File: config.mk
export PLATFORM = sky130hd
export DESIGN_NAME = oc_exec_unit
export DESIGN_NICKNAME = d
export VERILOG_FILES = /design/src/rtl/oc_exec_pkg.sv /design/src/rtl/oc_decode.sv /design/src/rtl/oc_adder.sv /design/src/rtl/oc_branch.sv /design/src/rtl/oc_exec_unit.sv
export SDC_FILE = /design/constraint.sdc
export NUM_CORES = 1
export LEC_CHECK = 0
export BUFFER_PORTS_ARGS = -buffer_cell sky130_fd_sc_hd__buf_2
export CAP_MARGIN = 40
export CORE_UTILIZATION = 30
export CTS_CLUSTER_DIAMETER = 120
export DETAILED_ROUTE_END_ITERATION = 6
export GPL_TIMING_DRIVEN = 0
export HOLD_SLACK_MARGIN = 0.1
export PLACE_DENSITY_LB_ADDON = 0.3
export SYNTH_ARGS = -nofsm -noshare
export SYNTH_HDL_FRONTEND = slang
export SYNTH_SLANG_ARGS = --single-unit
File: constraint.sdc
create_clock -name clk -period 4.2 [get_ports clk]
set_input_delay 0.84 -clock clk [delete_from_list [all_inputs] [get_ports clk]]
set_output_delay 0.84 -clock clk [all_outputs]
set_load 0.005 [all_outputs]
File: src/rtl/oc_exec_pkg.sv
package oc_exec_pkg;

  localparam int OP_W = 5;

  typedef enum logic [OP_W-1:0] {
    OP_STOP  = 5'd0,
    OP_MPY   = 5'd1,
    OP_CMP   = 5'd3,
    OP_STORE = 5'd4,
    OP_STLO  = 5'd6,
    OP_LOAD  = 5'd8,
    OP_ADD   = 5'd9,
    OP_LOADN = 5'd10,
    OP_SUB   = 5'd11,
    OP_AND   = 5'd12,
    OP_SUBM  = 5'd15,
    OP_JMP   = 5'd16,
    OP_JNEG  = 5'd18,
    OP_JOVF  = 5'd22
  } op_e;

  typedef enum logic [2:0] {
    ALU_KEEP, ALU_LOAD, ALU_LOADN, ALU_ADD, ALU_SUB, ALU_AND
  } alu_e;

  typedef enum logic [1:0] {
    WR_NONE, WR_FULL, WR_LOW
  } wr_e;

  typedef enum logic [2:0] {
    BR_NONE, BR_ALWAYS, BR_NEG, BR_OVF, BR_NEQ
  } br_e;

  typedef enum logic [1:0] {
    PC_NEXT = 2'd0,
    PC_SKIP = 2'd1,
    PC_JUMP = 2'd2
  } pc_e;

  typedef struct packed {
    alu_e alu;
    logic arith;
    wr_e  wr;
    br_e  br;
    logic ld_br;
    logic stop;
    logic unsup;
  } ctrl_t;

endpackage

File: src/rtl/oc_decode.sv
module oc_decode
  import oc_exec_pkg::*;
(
  input  logic [OP_W-1:0] opcode,
  output ctrl_t           ctrl
);

  always_comb begin
    ctrl = '{alu: ALU_KEEP, arith: 1'b0, wr: WR_NONE, br: BR_NONE,
             ld_br: 1'b0, stop: 1'b0, unsup: 1'b0};
    case (opcode)
      OP_STOP:  ctrl.stop  = 1'b1;
      OP_MPY:   ctrl.unsup = 1'b1;
      OP_CMP:   ctrl.br    = BR_NEQ;
      OP_STORE: ctrl.wr    = WR_FULL;
      OP_STLO:  ctrl.wr    = WR_LOW;
      OP_LOAD:  ctrl.alu   = ALU_LOAD;
      OP_LOADN: ctrl.alu   = ALU_LOADN;
      OP_AND:   ctrl.alu   = ALU_AND;
      OP_ADD: begin
        ctrl.alu   = ALU_ADD;
        ctrl.arith = 1'b1;
      end
      OP_SUB: begin
        ctrl.alu   = ALU_SUB;
        ctrl.arith = 1'b1;
      end
      OP_SUBM: begin
        ctrl.alu   = ALU_SUB;
        ctrl.arith = 1'b1;
        ctrl.ld_br = 1'b1;
      end
      OP_JMP:   ctrl.br = BR_ALWAYS;
      OP_JNEG:  ctrl.br = BR_NEG;
      OP_JOVF:  ctrl.br = BR_OVF;
      default: ;
    endcase
  end

endmodule

File: src/rtl/oc_adder.sv
module oc_adder #(
  parameter int W = 16
) (
  input  logic [W-1:0] a,
  input  logic [W-1:0] b,
  output logic [W-1:0] sum,
  output logic         ovf
);

  localparam int MSB = W - 1;

  logic [W:0] raw;

  assign raw = {1'b0, a} + {1'b0, b};
  // End-around carry: the carry out re-enters at the least significant bit.
  assign sum = raw[MSB:0] + {{MSB{1'b0}}, raw[W]};
  assign ovf = (a[MSB] == b[MSB]) && (sum[MSB] != a[MSB]);

endmodule

File: src/rtl/oc_branch.sv
module oc_branch
  import oc_exec_pkg::*;
(
  input  br_e  cond,
  input  logic acc_neg,
  input  logic alarm,
  input  logic neq,
  output pc_e  sel
);

  always_comb begin
    sel = PC_NEXT;
    case (cond)
      BR_ALWAYS: sel = PC_JUMP;
      BR_NEG:    sel = acc_neg ? PC_JUMP : PC_NEXT;
      BR_OVF:    sel = alarm   ? PC_JUMP : PC_NEXT;
      BR_NEQ:    sel = neq     ? PC_SKIP : PC_NEXT;
      default:   sel = PC_NEXT;
    endcase
  end

endmodule

File: src/rtl/oc_exec_unit.sv
module oc_exec_unit
  import oc_exec_pkg::*;
#(
  parameter int DATA_W    = 16,
  parameter int ADDR_W    = 11,
  parameter bit OVF_HALTS = 1'b1
) (
  input  logic              clk,
  input  logic              rst_n,
  input  logic              in_valid,
  output logic              in_ready,
  input  logic [OP_W-1:0]   in_opcode,
  input  logic [ADDR_W-1:0] in_addr,
  input  logic [DATA_W-1:0] in_mem_rdata,
  input  logic              out_ready,
  output logic              out_valid,
  output logic              out_wr_en,
  output logic [DATA_W-1:0] out_wr_data,
  output logic [1:0]        out_pc_sel,
  output logic [ADDR_W-1:0] out_target,
  output logic              out_unsup,
  output logic [DATA_W-1:0] out_acc,
  output logic [DATA_W-1:0] out_breg,
  output logic              halt,
  output logic              ovf_alarm
);

  localparam int MSB = DATA_W - 1;
  localparam int KEEP_W = DATA_W - ADDR_W;

  ctrl_t             ctrl;
  logic [DATA_W-1:0] acc_q, br_q, acc_d;
  logic [DATA_W-1:0] add_b, add_sum;
  logic              add_ovf;
  logic              halted_q, alarm_q;
  logic              fire;
  pc_e               pc_d;
  logic [DATA_W-1:0] wr_data_d;

  logic              rv_q, wen_q, uns_q;
  logic [DATA_W-1:0] wd_q;
  pc_e               pc_q;
  logic [ADDR_W-1:0] tgt_q;

  oc_decode u_dec (
    .opcode (in_opcode),
    .ctrl   (ctrl)
  );

  assign add_b = (ctrl.alu == ALU_SUB) ? ~in_mem_rdata : in_mem_rdata;

  oc_adder #(.W(DATA_W)) u_add (
    .a   (acc_q),
    .b   (add_b),
    .sum (add_sum),
    .ovf (add_ovf)
  );

  oc_branch u_br (
    .cond    (ctrl.br),
    .acc_neg (acc_q[MSB]),
    .alarm   (alarm_q),
    .neq     (acc_q != in_mem_rdata),
    .sel     (pc_d)
  );

  always_comb begin
    acc_d = acc_q;
    case (ctrl.alu)
      ALU_LOAD:         acc_d = in_mem_rdata;
      ALU_LOADN:        acc_d = ~in_mem_rdata;
      ALU_ADD, ALU_SUB: acc_d = add_sum;
      ALU_AND:          acc_d = acc_q & in_mem_rdata;
      default: ;
    endcase
  end

  always_comb begin
    wr_data_d = '0;
    case (ctrl.wr)
      WR_FULL: wr_data_d = acc_q;
      WR_LOW:  wr_data_d = {in_mem_rdata[MSB -: KEEP_W], acc_q[ADDR_W-1:0]};
      default: ;
    endcase
  end

  generate
    if (OVF_HALTS) begin : g_alarm_stops
      assign halt = halted_q | alarm_q;
    end else begin : g_alarm_flag_only
      assign halt = halted_q;
    end
  endgenerate

  assign in_ready = !halt && (!rv_q || out_ready);
  assign fire     = in_valid && in_ready;

  // Architectural state
  always_ff @(posedge clk or negedge rst_n) begin
    if (!rst_n) begin
      acc_q    <= '0;
      br_q     <= '0;
      halted_q <= 1'b0;
      alarm_q  <= 1'b0;
    end else if (fire) begin
      acc_q <= acc_d;
      if (ctrl.ld_br) br_q <= acc_q;
      if (ctrl.stop) halted_q <= 1'b1;
      if (ctrl.arith && add_ovf) alarm_q <= 1'b1;
    end
  end

  // Result register
  always_ff @(posedge clk or negedge rst_n) begin
    if (!rst_n) begin
      rv_q  <= 1'b0;
      wen_q <= 1'b0;
      wd_q  <= '0;
      pc_q  <= PC_NEXT;
      tgt_q <= '0;
      uns_q <= 1'b0;
    end else if (fire) begin
      rv_q  <= 1'b1;
      wen_q <= (ctrl.wr != WR_NONE);
      wd_q  <= wr_data_d;
      pc_q  <= pc_d;
      tgt_q <= in_addr;
      uns_q <= ctrl.unsup;
    end else if (out_ready) begin
      rv_q <= 1'b0;
    end
  end

  assign out_valid   = rv_q;
  assign out_wr_en   = wen_q;
  assign out_wr_data = wd_q;
  assign out_pc_sel  = pc_q;
  assign out_target  = tgt_q;
  assign out_unsup   = uns_q;
  assign out_acc     = acc_q;
  assign out_breg    = br_q;
  assign ovf_alarm   = alarm_q;


  stall_hold_chk: assert property (@(posedge clk) disable iff (!rst_n)
    out_valid && !out_ready |=> out_valid && $stable(out_wr_data) &&
    $stable(out_pc_sel) && $stable(out_acc) && $stable(out_breg));


  alarm_sticky_chk: assert property (@(posedge clk) disable iff (!rst_n)
    ovf_alarm |=> ovf_alarm);


  alarm_with_result_chk: assert property (@(posedge clk) disable iff (!rst_n)
    $rose(ovf_alarm) |-> out_valid);


  halt_sticky_chk: assert property (@(posedge clk) disable iff (!rst_n)
    halt |=> halt);


  halt_freeze_chk: assert property (@(posedge clk) disable iff (!rst_n)
    halt |=> $stable(out_acc) && $stable(out_breg));


  store_no_transfer_chk: assert property (@(posedge clk) disable iff (!rst_n)
    out_valid && out_wr_en |-> out_pc_sel == PC_NEXT);


  pc_sel_legal_chk: assert property (@(posedge clk) disable iff (!rst_n)
    out_valid |-> out_pc_sel != 2'd3);


  unsup_quiet_chk: assert property (@(posedge clk) disable iff (!rst_n)
    out_valid && out_unsup |-> !out_wr_en && out_pc_sel == PC_NEXT);

endmodule

# Word level (Yosys, flattened, before mapping)
# Index checks and enable logic that the tools add are counted.
[op_classes]
addsub = 2
n_mul = 0
n_div = 0
magnitude_cmp = 0
eq_ne = 27
shift = 0
muxes = 16
bitwise_logic = 3
n_reduce_logical = 18
[op_table]
columns = ["op", "n"]
rows = [
  ["$pmux 16 s4", 1],
  ["$pmux 16 s2", 1],
  ["$eq 5x4->1 const B", 6],
  ["$add 16x16->17", 1],
  ["$add 16x1->16", 1],
  ["$and 16x16->16", 1],
  ["$mux 16", 1],
  ["$ne 16x16->1", 1],
  ["$not 16->16", 1],
  ["$eq 5x5->1 const B", 3],
  ["$pmux 3 s5", 1],
  ["$eq 3x2->1 const B", 4],
  ["$pmux 3 s4", 1],
  ["$eq 5x3->1 const B", 2],
  ["$eq 3x3->1 const B", 3],
  ["$pmux 2 s4", 1],
  ["$reduce_and 2->1", 4],
  ["$mux 1", 7],
  ["$eq 3x1->1 const B", 2],
  ["$eq 5x1->1 const B", 1],
  ["$eq 5x2->1 const B", 1],
  ["$logic_not 5->1", 1],
  ["$logic_and 1x1->1", 4],
  ["$mux 2", 2],
  ["12 further kinds", 15],
]
[totals]
register_bits = 66
latchBits = 0
mem_bits_rw = 0
mem_bits_ro = 0
inputBits = 36
out_inout_bits = 67
wordCells = 76
mem_count = 0

# Longest topological paths before layout
# Gate-level depths: netlist of run 1.
[depth]
word_depth = 11
mapped_depth = 25
mapped_depth_nobuf = 22

# Hierarchy
# Synthesis of run 1 repeated with hierarchy kept, for this count alone.
[unflattened]
hier_cells = 533
area_unflattened_um2 = 4907.2
[modules_own_cells]
columns = ["mod", "instances", "cells_each", "area_per_inst_um2"]
rows = [
  ["oc_exec_unit", 1, 365, 3617.2],
  ["oc_adder", 1, 136, 1087.3],
  ["oc_decode", 1, 26, 160.2],
  ["oc_branch", 1, 6, 42.5],
]

# Least setup slack after synthesis of run 1
# OpenSTA, ideal clock, no wires.
[synth_path]
path_kind = "input-to-reg"
from = "input port in_opcode[3]"
to = "register acc_q[13], in the netlist out_acc[13]"
setup_ns = 0.135
arrival_time_ns = 5.556
required_time_ns = 4.065
setup_slack_ns = -1.491
path_stages = 25
n_path_buf = 3
cell_sequence = "nor2b_1 > clkbuf_1 > nand3_1 > clkbuf_1 > clkbuf_1 > xnor2_1 > ha_1 > inv_1 > fa_1 > and3b_4 > o2111a_1 > o21ai_2 > a21oi_1 > o21a_1 > o21ai_0 > nand2b_1 > ha_1 > and3_2 > nand4_1 > and4bb_1 > nand3_1 > nor4_2 > mux2i_1 > a2111oi_0 > o31ai_1"
[synth_between]
elab_chain_cells = 8
elab_cells_between_ends = 20
classes_between = "2 x add/sub; 11 x eq/ne; 3 x mux; 4 x reduce/logical"
[synth_rtl]
columns = ["element", "line", "rtl"]
rows = [
  ["start: declaration", "oc_exec_unit.sv:12", "input logic [OP_W-1:0] in_opcode,"],
  ["$eq 5x4->1", "oc_decode.sv:11", "case (opcode)"],
  ["$reduce_or 2->1 (no line)", "n/a", ""],
  ["$pmux 3 s5 *", "oc_decode.sv:11", ""],
  ["$eq 3x3->1", "oc_exec_unit.sv:50, oc_exec_unit.sv:69", ""],
  ["$mux 16", "oc_exec_unit.sv:50", "assign add_b = (ctrl.alu == ALU_SUB) ? ~in_mem_rdata : in_mem_rdata;"],
  ["$add 16x16->17", "oc_adder.sv:14", "assign raw = {1'b0, a} + {1'b0, b};"],
  ["$add 16x1->16", "oc_adder.sv:16", "assign sum = raw[MSB:0] + {{MSB{1'b0}}, raw[W]};"],
  ["$pmux 16 s4", "oc_exec_unit.sv:69", "case (ctrl.alu)"],
  ["end signal: assignment", "oc_exec_unit.sv:101", "acc_q <= '0;"],
  ["end signal: assignment", "oc_exec_unit.sv:106", "acc_q <= acc_d;"],
  ["end: declaration", "oc_exec_unit.sv:32", "logic [DATA_W-1:0] acc_q, br_q, acc_d;"],
]
# Every way passes the cells marked *; elsewhere a longest branch is shown, timed or not.
# A chain may end at the register's enable or synchronous reset.

# Worst setup path in the final report of run 1
[layout_path]
from = "input port in_opcode[4]"
to = "register acc_q[12], in the netlist out_acc[12]"
# The elaborated chain is that of the path after synthesis.

==> results by group, run 1 <==
Run status
  • Status: finished with violations
  • Violated checks: setup timing

Global route
  • Pin count of the biggest net entering global routing: 67
  • Vias in the first global route: approximately 4300
  • First-pass GRT wire length: about 22 mm
  • Total GRT Usage: between 15 and 20%
  • GRT Residual Overflow: 0
  • Initial antenna violation count: 0

Yosys
  • Post-Syn Nets: 598
  • Share of the synthesized area in the top cell type: 35.51%
  • YS warnings: 0
  • Seq/Total Area, Yosys: 35.51%
  • Synth area leaders: dfrtp_1 (36%), ha_1 (11%), nand2_1 (8.5%)
  • Area leader, netlist: dfrtp_1
  • Main synth FF type: dfrtp_1
  • Syn Std Cell Area: approximately 0.0047 mm²
  • Post-synthesis register bit count: 66
  • Yosys cell types: 66
  • Syn_area_per_cell: 8.927 µm²
  • EDFF count, synth: 0
  • Post-Synthesis Cells: 521
  • FFs w/ async S/R, synth: 100.0%

Pwr
  • Leak: 3.211 nW
  • Gate power share: 54.5%
  • Tot Pwr: 4.047 mW
  • Seq pwr share: 26.2%
  • Cell-internal power: between 2 and 2.5 mW
  • Switching share of power: roughly 42%
  • PwrDens: 633.6 mW/mm²
  • Psw: ~1.7 mW
  • VDD IR max: 0.0002683 V
  • Clk pwr share: about a fifth

Layout
  • Final non-filler cell total: around 860
  • ANT cells: 0
  • Nets@finish: 747
  • Fraction of layout cells with a size suffix above 1: 33.33%
  • Layout area overhead: 37.34%
  • Share of the core filled with cells: 42.17%

Placed design
  • Port Buffers: 99
  • Post-DP HPWL: 10.61 mm
  • RD Place Congestion: approximately 0.87
  • # placed instances: 810

STA
  • Fmax: 0.2070 GHz
  • Worst-Margin Slew: 0.8079 ns
  • Final period util: 115.0%
  • Unrepaired setup endpoints after global routing: yes
  • Clk_skew: 0.006471 ns
  • Count of pins over their slew limit: 0
  • Slew Limit Headroom: 46.14%
  • Setup WS post-layout: -0.6309 ns
  • Hold Slack: 0.4633 ns
  • Fin crit period: 4.831 ns
  • Final hold violations: 0
  • Setup violators final: 15

Clock tree
  • Clk sinks: 66
  • Clock Latency Late Sink: 0.32 ns
  • CTS tree: built
  • CTS Hold Bufs: 0
  • H-tree Lvls: 3
  • Total CTS buffers: 9
  • CTS Buffer Depth: 2
  • CTS Root Cell: clkbuf_16
  • Clock-pin transition on the worst setup and hold timing paths: 0.06 ns

Die
  • Die span in x: about 130 µm
  • Die height: 126.5 µm
  • Initial Util: 30.71%
  • Num rows: 45
  • Core ar.: 0.01515 mm²
  • Ports: 103
  • Die ar.: 0.01600 mm²

Drt
  • Initial DRC count: 220
  • Residual DRC: 0
  • Total Wirelength: roughly 14 mm
  • WL/cell: approximately 16 µm
  • Vias per cell: 5.209
  • Antenna-violating nets left: 0
  • Drt first pass iters: 4
  • Via count: 4495

Critical path
  • CP Buf/Inv Count: 5
  • Worst path arrival time: roughly 5.0 ns
  • Setup CP Type: input port to flop
  • Delay-heaviest family, CP: simple AND/OR/NAND/NOR gates
  • CP Max Fanout: 3
  • Slowest cell delay on critical path: 0.43 ns
  • Crit path launch type: input port
  • Worst path required time: 4.39 ns
  • CP Capture Type: flop
  • Crit-path slowest cell: or3_4

Job
  • Max Cap Viol: 0

Min path
  • Hold crit path type: flop to flop
## cell usage in the layout, fill, tap and decap left out, types with 14 or more instances in the layout
master and instances:
ha_1 37, xnor2_1 18, nor2_1 18, nand3_1 25, dfrtp_1 66, clkbuf_1 16, buf_2 99, o21ai_0 20
buf_4 33, nand2_1 104, o21ai_1 14
## power by group through the flow
stage	sequential [mW]	combinational [mW]	clock, mW
finish	1.06	2.21	0.781
global route	1.09	2.44	0.827
CTS	1.06	2.03	0.798
detailed placement	1.07	1.84	0
global placement	1.05	1.78	0
floorplan	1.00	1.29	0
## worst paths after layout
path | end | start | cells after the start | slack [ns]
worst max register to register | out_acc[12] | out_acc[0] | 19 | 0.07
worst min-delay path | halted_q | halted_q | 1 | 0.46
min in group asynchronous | out_unsup | rst_n | 1 | 0.61
worst min register to register | halted_q | halted_q | 1 | 0.46
max in group asynchronous | out_acc[0] | rst_n | 1 | 3.06
worst max-delay path | out_acc[12] | in_opcode[4] | 25 | -0.63
## cell type report
type                       count  area [µm²]
buffer                        24       130.1
clock buffer                  13       280.3
clock inverter                 3       45.04
fill                        1451        8758
inverter                       9       33.78
multi-input combinational    421        3159
sequential                    66        1652
tap                          188       235.2
timing repair buffer         139       852.1
## worst reg2reg max path: cells and delay by family (launching register included)
kind / cells / cell delay, ns
compound gates: 7 / 1.05
buf+inv: 2 / 0.14
flops: 1 / 0.48
xor+xnor: 1 / 0.15
fa+ha+maj: 4 / 0.94
simple gates: 5 / 1.25
## registers in the layout, summed over array words and instances, names as in the netlist, 2 cells and up
| name | count |
|---|---|
| out_wr_data | 16 |
| out_pc_sel | 2 |
| out_breg | 16 |
| out_acc | 16 |
| out_target | 11 |
## routing by layer
metal  track usage, %  part of all wire (%)  vias up
met5                0                     0        -
met4            7.442                   3.2        0
met3            2.573                   4.2       32
met2            30.26                    49      140
met1            21.67                    44     2139
li1                 -                     -     2184
## through the flow
| step | area (µm²) | TNS, ns | setup WS [ns] |
|---|---|---|---|
| finish | 6387 | -5.683 | -0.6309 |
| floorplan | 4740 | -4.904 | -0.6535 |
| detailed placement | 5483 | -16.34 | -1.510 |
| global placement | 5470 | -15.49 | -1.452 |
| CTS | 6166 | -7.906 | -0.8801 |
| global route | 6387 | -8.605 | -0.8373 |
## cell families (layout without fill, tap and decap cells)
family | after synthesis | count (layout) | share of synthesized area, %
fa+ha+maj | 41 | 41 | 11.19
buf+inv | 34 | 188 | 2.932
mux | 19 | 19 | 4.520
flops | 66 | 66 | 35.51
compound gates | 105 | 105 | 15.55
simple gates | 223 | 223 | 23.92
xor+xnor | 33 | 33 | 6.376
## cells in the mapped netlist, drive strengths merged (7+ instances only)
| cell | instances |
|---|---|
| nand2 | 105 |
| xnor2 | 27 |
| a21oi | 11 |
| clkbuf | 21 |
| or3 | 7 |
| o21ai | 35 |
| nor4 | 9 |
| and3 | 8 |
| a21o | 11 |
| inv | 9 |
| nor2 | 20 |
| mux2 | 16 |
| and2 | 9 |
| ha | 40 |
| a221oi | 13 |
| dfrtp | 66 |
| nand3 | 29 |
## what timing repair did
item,CTS,global route
setup endpoints to repair,17,17
buffers inserted,26,13
endpoints found under the hold margin,0,0
pin swaps,32,39
gates cloned,0,0
resized for setup,28,32
No activity file was read; power rests on OpenSTA's default activity.
==> run 2: changes to the inputs <==
==> constraint.sdc (replaced) <==
create_clock -name clk -period 4.2 [get_ports clk]
set_input_delay 0.42 -clock clk [delete_from_list [all_inputs] [get_ports clk]]
set_output_delay 0.42 -clock clk [all_outputs]
set_load 0.005 [all_outputs]
==> results by group, run 2 (same netlist as run 1, synthesis figures left out) <==
Critical path
  • Worst R2R Setup Slack: 0.10 ns (was 0.07 ns)
  • R2r endpoint: out_acc[12] (unchanged)
  • Worst r2r path cells: 19 (unchanged)
  • Crit path launch type: input port (unchanged)
  • Setup CP Type: input port to flop (unchanged)
  • Worst path required time: 4.40 ns (was 4.39 ns)
  • Slowest cell delay on critical path: 0.43 ns (about the same)
  • FF-to-FF Start: out_acc[0] (unchanged)
  • CP Capture Type: flop (unchanged)
  • Crit-path slowest cell: or3_4 (unchanged)
  • Worst path arrival time: 4.57 ns (was 5.02 ns)
  • CP Max Fanout: 3 (unchanged)

STA
  • Setup violators final: 8 (was 15)
  • Count of pins over their slew limit: 0 (unchanged)
  • Final period util: 104.2% (was 115.0%)
  • Fmax: 0.2285 GHz (was 0.2070 GHz)
  • Slew Limit Headroom: 45.25% (was 46.14%)
  • Fin crit period: 4.376 ns (was 4.831 ns)
  • Final hold violations: 0 (unchanged)
  • Clk_skew: 0.008485 ns (was 0.006471 ns)
  • Hold Slack: 0.1694 ns (was 0.4633 ns)
  • Setup WS post-layout: -0.1757 ns (was -0.6309 ns)
  • Unrepaired setup endpoints after global routing: yes (unchanged)
  • Worst-Margin Slew: 0.8212 ns (was 0.8079 ns)

Layout
  • Commonest non-fill, non-tap cell in the layout: nand2_1 (unchanged)
  • Fraction of layout cells with a size suffix above 1: 30.06% (was 33.33%)
  • ANT cells: 0 (unchanged)
  • Nets@finish: 735 (was 747)
  • Most frequent cells in the layout: nand2_1 (104), buf_2 (98), dfrtp_1 (66) (was nand2_1 (104), buf_2 (99), dfrtp_1 (66))
  • Layout area overhead: 31.34% (was 37.34%)

Min path
  • Hold crit path type: input port to async pin (was flop to flop)

Pwr
  • PwrDens: 617.6 mW/mm² (was 633.6 mW/mm²)
  • VDD IR max: 0.0002137 V (was 0.0002683 V)
  • Leak: 3.080 nW (was 3.211 nW)

Clock tree
  • CTS Root Cell: clkbuf_16 (unchanged)
  • Clk sinks: 66 (unchanged)
  • Clock Latency Late Sink: 0.32 ns (about the same)
  • Total CTS buffers: 9 (unchanged)
  • CTS tree: built (unchanged)
  • Clock-pin transition on the worst setup and hold timing paths: 0.05 ns (was 0.06 ns)
  • CTS Buffer Depth: 2 (unchanged)
  • H-tree Lvls: 3 (unchanged)

Placed design
  • RD Place Congestion: 0.8643 (was 0.8735)
  • Port Buffers: 99 (unchanged)
  • Post-DP HPWL: 10.53 mm (was 10.61 mm)
  • Place WS: -1.037 ns (was -1.510 ns)

Drt
  • Vias per cell: 5.193 (was 5.209)
  • Residual DRC: 0 (unchanged)
  • Top Metal Used: met4 (unchanged)
  • WL met1: 6.039 mm (was 6.211 mm)
  • Antenna-violating nets left: 0 (unchanged)
  • Drt first pass iters: 4 (unchanged)
  • Via count: 4414 (was 4495)
  • Met2 WL post-DR: 6.599 mm (was 6.866 mm)
  • Initial DRC count: 298 (was 220)
  • WL/cell: 16.13 µm (was 16.37 µm)
  • Met3 WL post-DR: 712 µm (was 594 µm)
  • Total Wirelength: 13.71 mm (was 14.13 mm)

Die
  • Die span in x: 126.5 µm (unchanged)
  • Num rows: 45 (unchanged)
  • Initial Util: 30.71% (unchanged)
  • Core ar.: 0.01515 mm² (unchanged)
  • Ports: 103 (unchanged)
  • Die height: 126.5 µm (unchanged)
  • Die ar.: 0.01600 mm² (unchanged)

Global route
  • Initial antenna violation count: 0 (unchanged)
  • GRT Residual Overflow: 0 (unchanged)
  • Vias in the first global route: 4270 (was 4348)
  • Pin count of the biggest net entering global routing: 67 (unchanged)
  • First-pass GRT wire length: 21.86 mm (was 22.11 mm)
  • Total GRT Usage: 17.36% (was 17.48%)

Run status
  • Violated checks: setup timing (unchanged)
  • Status: finished with violations (unchanged)

Job
  • Max Cap Viol: 0 (unchanged)
run 2: area by class of cell:
class                           instances  area, µm²
Clock inverter                          3      15.01
Multi-Input combinational cell        421       3057
Timing Repair Buffer                  127      729.5
Tap cell                              188      235.2
Fill cell                            1488       9037
Buffer                                 24      130.1
Inverter                                9      33.78
Clock buffer                           12      256.5
Sequential cell                        66       1652
run 2: how the worst max path moves through the flow:
stage / from / endpoint / slack (ns)
finish: in_opcode[4] / out_acc[12] / -0.18
CTS: in_opcode[4] / out_acc[13] / -0.43
global route: in_opcode[4] / out_acc[12] / -0.31
floorplan: in_opcode[3] / out_acc[13] / -0.23
global placement: in_opcode[3] / out_acc[13] / -1.02
detailed placement: in_opcode[3] / out_acc[13] / -1.04
run 2: metrics by stage:
step / instance area (µm²) / power, mW / instances / TNS [ns] / utilization [%]
6_report: 6108 / 3.773 / 850 / -0.6055 / 40.33
4_1_cts: 6002 / 3.699 / 845 / -2.298 / 39.63
2_1_floorplan: 4737 / 2.292 / 521 / -0.8399 / -
5_1_grt: 6108 / 4.055 / 850 / -2.084 / 40.33
3_3_place_gp: 5468 / 2.837 / 808 / -8.366 / 36.10
3_5_place_dp: 5483 / 2.899 / 810 / -8.909 / 36.20
run 2: per-layer routing:
| metal | vias to the layer above | track usage [%] |
|---|---|---|
| met2 | 132 | 29.83 |
| met3 | 22 | 3.079 |
| met1 | 2113 | 21.45 |
| met4 | 0 | 7.229 |
| met5 | - | 0 |
| li1 | 2147 | - |
run 2: what timing repair did:
action / in CTS / in global routing
gates resized for setup: 18 / 18
endpoints found under the hold margin: 0 / 0
buffers inserted: 20 / 6
pin swaps: 23 / 21
endpoints found under the setup margin: 10 / 12
hold buffers: 0 / 0
run 2: where the power goes:
part / leakage, nW / total, mW / switching [mW] / internal (mW)
combinational: 2.08 / 2.05 / 1.13 / 0.915
clock: 0.138 / 0.668 / 0.244 / 0.424
sequential: 0.859 / 1.06 / 0.242 / 0.818
run 2: critical path, delay by kind of cell:
kind	cells	cell delay (ns)
adders and majority gates	4	0.89
and+or+nand+nor	7	1.43
xor gates and xnor gates	2	0.26
buffers and inverters	5	0.52
AOI/OAI and AO/OA	7	1.04
==> run 3: changes to the inputs <==
SETUP_SLACK_MARGIN = 0.05   (was unset)
==> results by group, run 3 (same netlist as run 1, synthesis figures left out) <==
Run status
  • Status: finished with violations (unchanged)
  • Violated checks: setup timing (unchanged)

STA
  • Hold Slack: 0.1717 ns (was 0.1694 ns)
  • Slew Limit Headroom: 46.36% (was 45.25%)
  • Final period util: 104.3% (was 104.2%)
  • Unrepaired setup endpoints after global routing: yes (unchanged)
  • Setup violators final: 7 (was 8)
  • Worst-Margin Slew: 0.8046 ns (was 0.8212 ns)
  • Clk_skew: 0.005164 ns (was 0.008485 ns)
  • Setup WS post-layout: -0.1790 ns (was -0.1757 ns)
  • Fin crit period: 4.379 ns (was 4.376 ns)
  • Count of pins over their slew limit: 0 (unchanged)
  • Final hold violations: 0 (unchanged)
  • Fmax: 0.2284 GHz (was 0.2285 GHz)

Global route
  • Pin count of the biggest net entering global routing: 67 (unchanged)
  • First-pass GRT wire length: 21.86 mm (unchanged)
  • Total GRT Usage: 17.41% (was 17.36%)
  • GRT Residual Overflow: 0 (unchanged)
  • Vias in the first global route: 4246 (was 4270)
  • Initial antenna violation count: 0 (unchanged)

Drt
  • Via count: 4359 (was 4414)
  • Total Wirelength: 13.64 mm (was 13.71 mm)
  • Initial DRC count: 260 (was 298)
  • WL/cell: 16.06 µm (was 16.13 µm)
  • Antenna-violating nets left: 0 (unchanged)
  • Vias per cell: 5.134 (was 5.193)
  • Residual DRC: 0 (unchanged)
  • Drt first pass iters: 5 (was 4)

Layout
  • Nets@finish: 733 (was 735)
  • Share of the core filled with cells: 40.26% (was 40.33%)
  • ANT cells: 0 (unchanged)
  • Final non-filler cell total: 849 (was 850)
  • Design Area, Final: 0.006098 mm² (was 0.006108 mm²)
  • Reg area: 0.001652 mm² (unchanged)
  • Footprint of the multi-input gates: 0.003049 mm² (was 0.003057 mm²)
  • Layout area overhead: 31.13% (was 31.34%)
  • Fraction of layout cells with a size suffix above 1: 29.65% (was 30.06%)
  • Fillers: 1490 (was 1488)
  • Most frequent cells in the layout: nand2_1 (105), buf_2 (99), dfrtp_1 (66) (was nand2_1 (104), buf_2 (98), dfrtp_1 (66))
  • Commonest non-fill, non-tap cell in the layout: nand2_1 (unchanged)

Critical path
  • Setup CP Type: input port to flop (unchanged)
  • CP Capture Type: flop (unchanged)
  • CP Max Fanout: 2 (was 3)
  • Worst path arrival time: 4.62 ns (was 4.57 ns)
  • Crit path launch type: input port (unchanged)
  • Worst path required time: 4.44 ns (was 4.40 ns)

Pwr
  • Leak: 3.063 nW (was 3.080 nW)
  • PwrDens: 626.8 mW/mm² (was 617.6 mW/mm²)
  • VDD IR max: 0.0002565 V (was 0.0002137 V)

Clock tree
  • CTS Hold Bufs: 0 (unchanged)
  • H-tree Lvls: 3 (unchanged)
  • CTS Buffer Depth: 2 (unchanged)
  • CTS tree: built (unchanged)
  • Clock-pin transition on the worst setup and hold timing paths: 0.05 ns (about the same)
  • Clock Latency Late Sink: 0.33 ns (was 0.32 ns)
  • Clk sinks: 66 (unchanged)
  • Total CTS buffers: 9 (unchanged)
  • CTS Root Cell: clkbuf_16 (unchanged)

Placed design
  • # placed instances: 810 (unchanged)
  • Placed Area: 0.005483 mm² (unchanged)
  • Port Buffers: 99 (unchanged)
  • RD Place Congestion: 0.8781 (was 0.8643)
  • Post-DP HPWL: 10.54 mm (was 10.53 mm)

Die
  • Die span in x: 126.5 µm (unchanged)
  • Die ar.: 0.01600 mm² (unchanged)
  • Ports: 103 (unchanged)
  • Core ar.: 0.01515 mm² (unchanged)
  • Num rows: 45 (unchanged)
  • Initial Util: 30.71% (unchanged)
  • Die height: 126.5 µm (unchanged)

Job
  • Max Cap Viol: 0 (unchanged)

Min path
  • Hold crit path type: input port to async pin (unchanged)
==> run 3: cell type report <==
type,count,area share (%)
inverter,9,0.5540
timing repair buffer,125,11.55
clock inverter,4,0.8412
sequential,66,27.08
tap,188,3.857
clock buffer,12,4.042
multi-input combinational,421,50.00
buffer,24,2.072
==> run 3: worst paths after layout <==
| path | depth (start not counted) | start | endpoint | slack, ns |
|---|---|---|---|---|
| worst max-delay path | 27 | in_opcode[4] | out_acc[15] | -0.18 |
| worst min-delay path | 1 | rst_n | out_target[5] | 0.17 |
| worst max register to register | 21 | out_acc[0] | out_acc[15] | 0.11 |
| worst min register to register | 1 | halted_q | halted_q | 0.46 |
| max in group asynchronous | 1 | rst_n | out_acc[3] | 3.49 |
| min in group clk | 3 | in_addr[5] | out_target[5] | 0.28 |
==> run 3: metal layers <==
metal / vias to the layer above / global-route usage (%) / wire length (µm)
li1: 2150 / - / -
met1: 2054 / 22.00 / 6245
met2: 130 / 29.57 / 6511
met3: 25 / 2.657 / 541
met4: 0 / 7.371 / 341
met5: - / 0 / 0
==> run 3: stage by stage <==
stage          total power [mW]  setup WS (ns)  setup TNS [ns]
2_1_floorplan             2.293        -0.2335         -0.8613
3_3_place_gp              2.841         -1.027          -8.478
3_5_place_dp              2.905         -1.082          -9.425
4_1_cts                   3.764        -0.4629          -2.821
5_1_grt                   4.119        -0.3779          -2.480
6_report                  3.823        -0.1790         -0.7833
==> run 3: power breakdown <==
group          switching [mW]  internal, mW  leakage [nW]
Sequential              0.242         0.818         0.859
Combinational            1.11         0.922          2.06
Clock                   0.254         0.475         0.143
Total                    1.61          2.21          3.06
==> run 3: critical path, cell delays in order <==
cell and delay [ns]:
buf_6 0.09, nor2b_1 0.10, buf_4 0.14, nand3_4 0.10, clkbuf_16 0.17, xnor2_2 0.12
ha_2 0.22, inv_2 0.04, fa_2 0.33, and3b_4 0.31, o2111a_2 0.23, o21ai_4 0.07
a21oi_2 0.16, o21a_1 0.16, o21ai_1 0.07, nand2b_1 0.13, ha_2 0.20, and3_4 0.19
nand4_1 0.10, and4bb_1 0.32, nand3_2 0.12, buf_4 0.17, buf_6 0.11, nor3_2 0.11
nand4b_1 0.16, o21bai_1 0.19, o211ai_1 0.09
==> run 3: timing repair <==
item                       4_1_cts  5_1_grt
setup buffers                   20        6
pin swaps                       25       24
resized for setup               16       15
setup endpoints to repair       11       15
cloned                           0        0
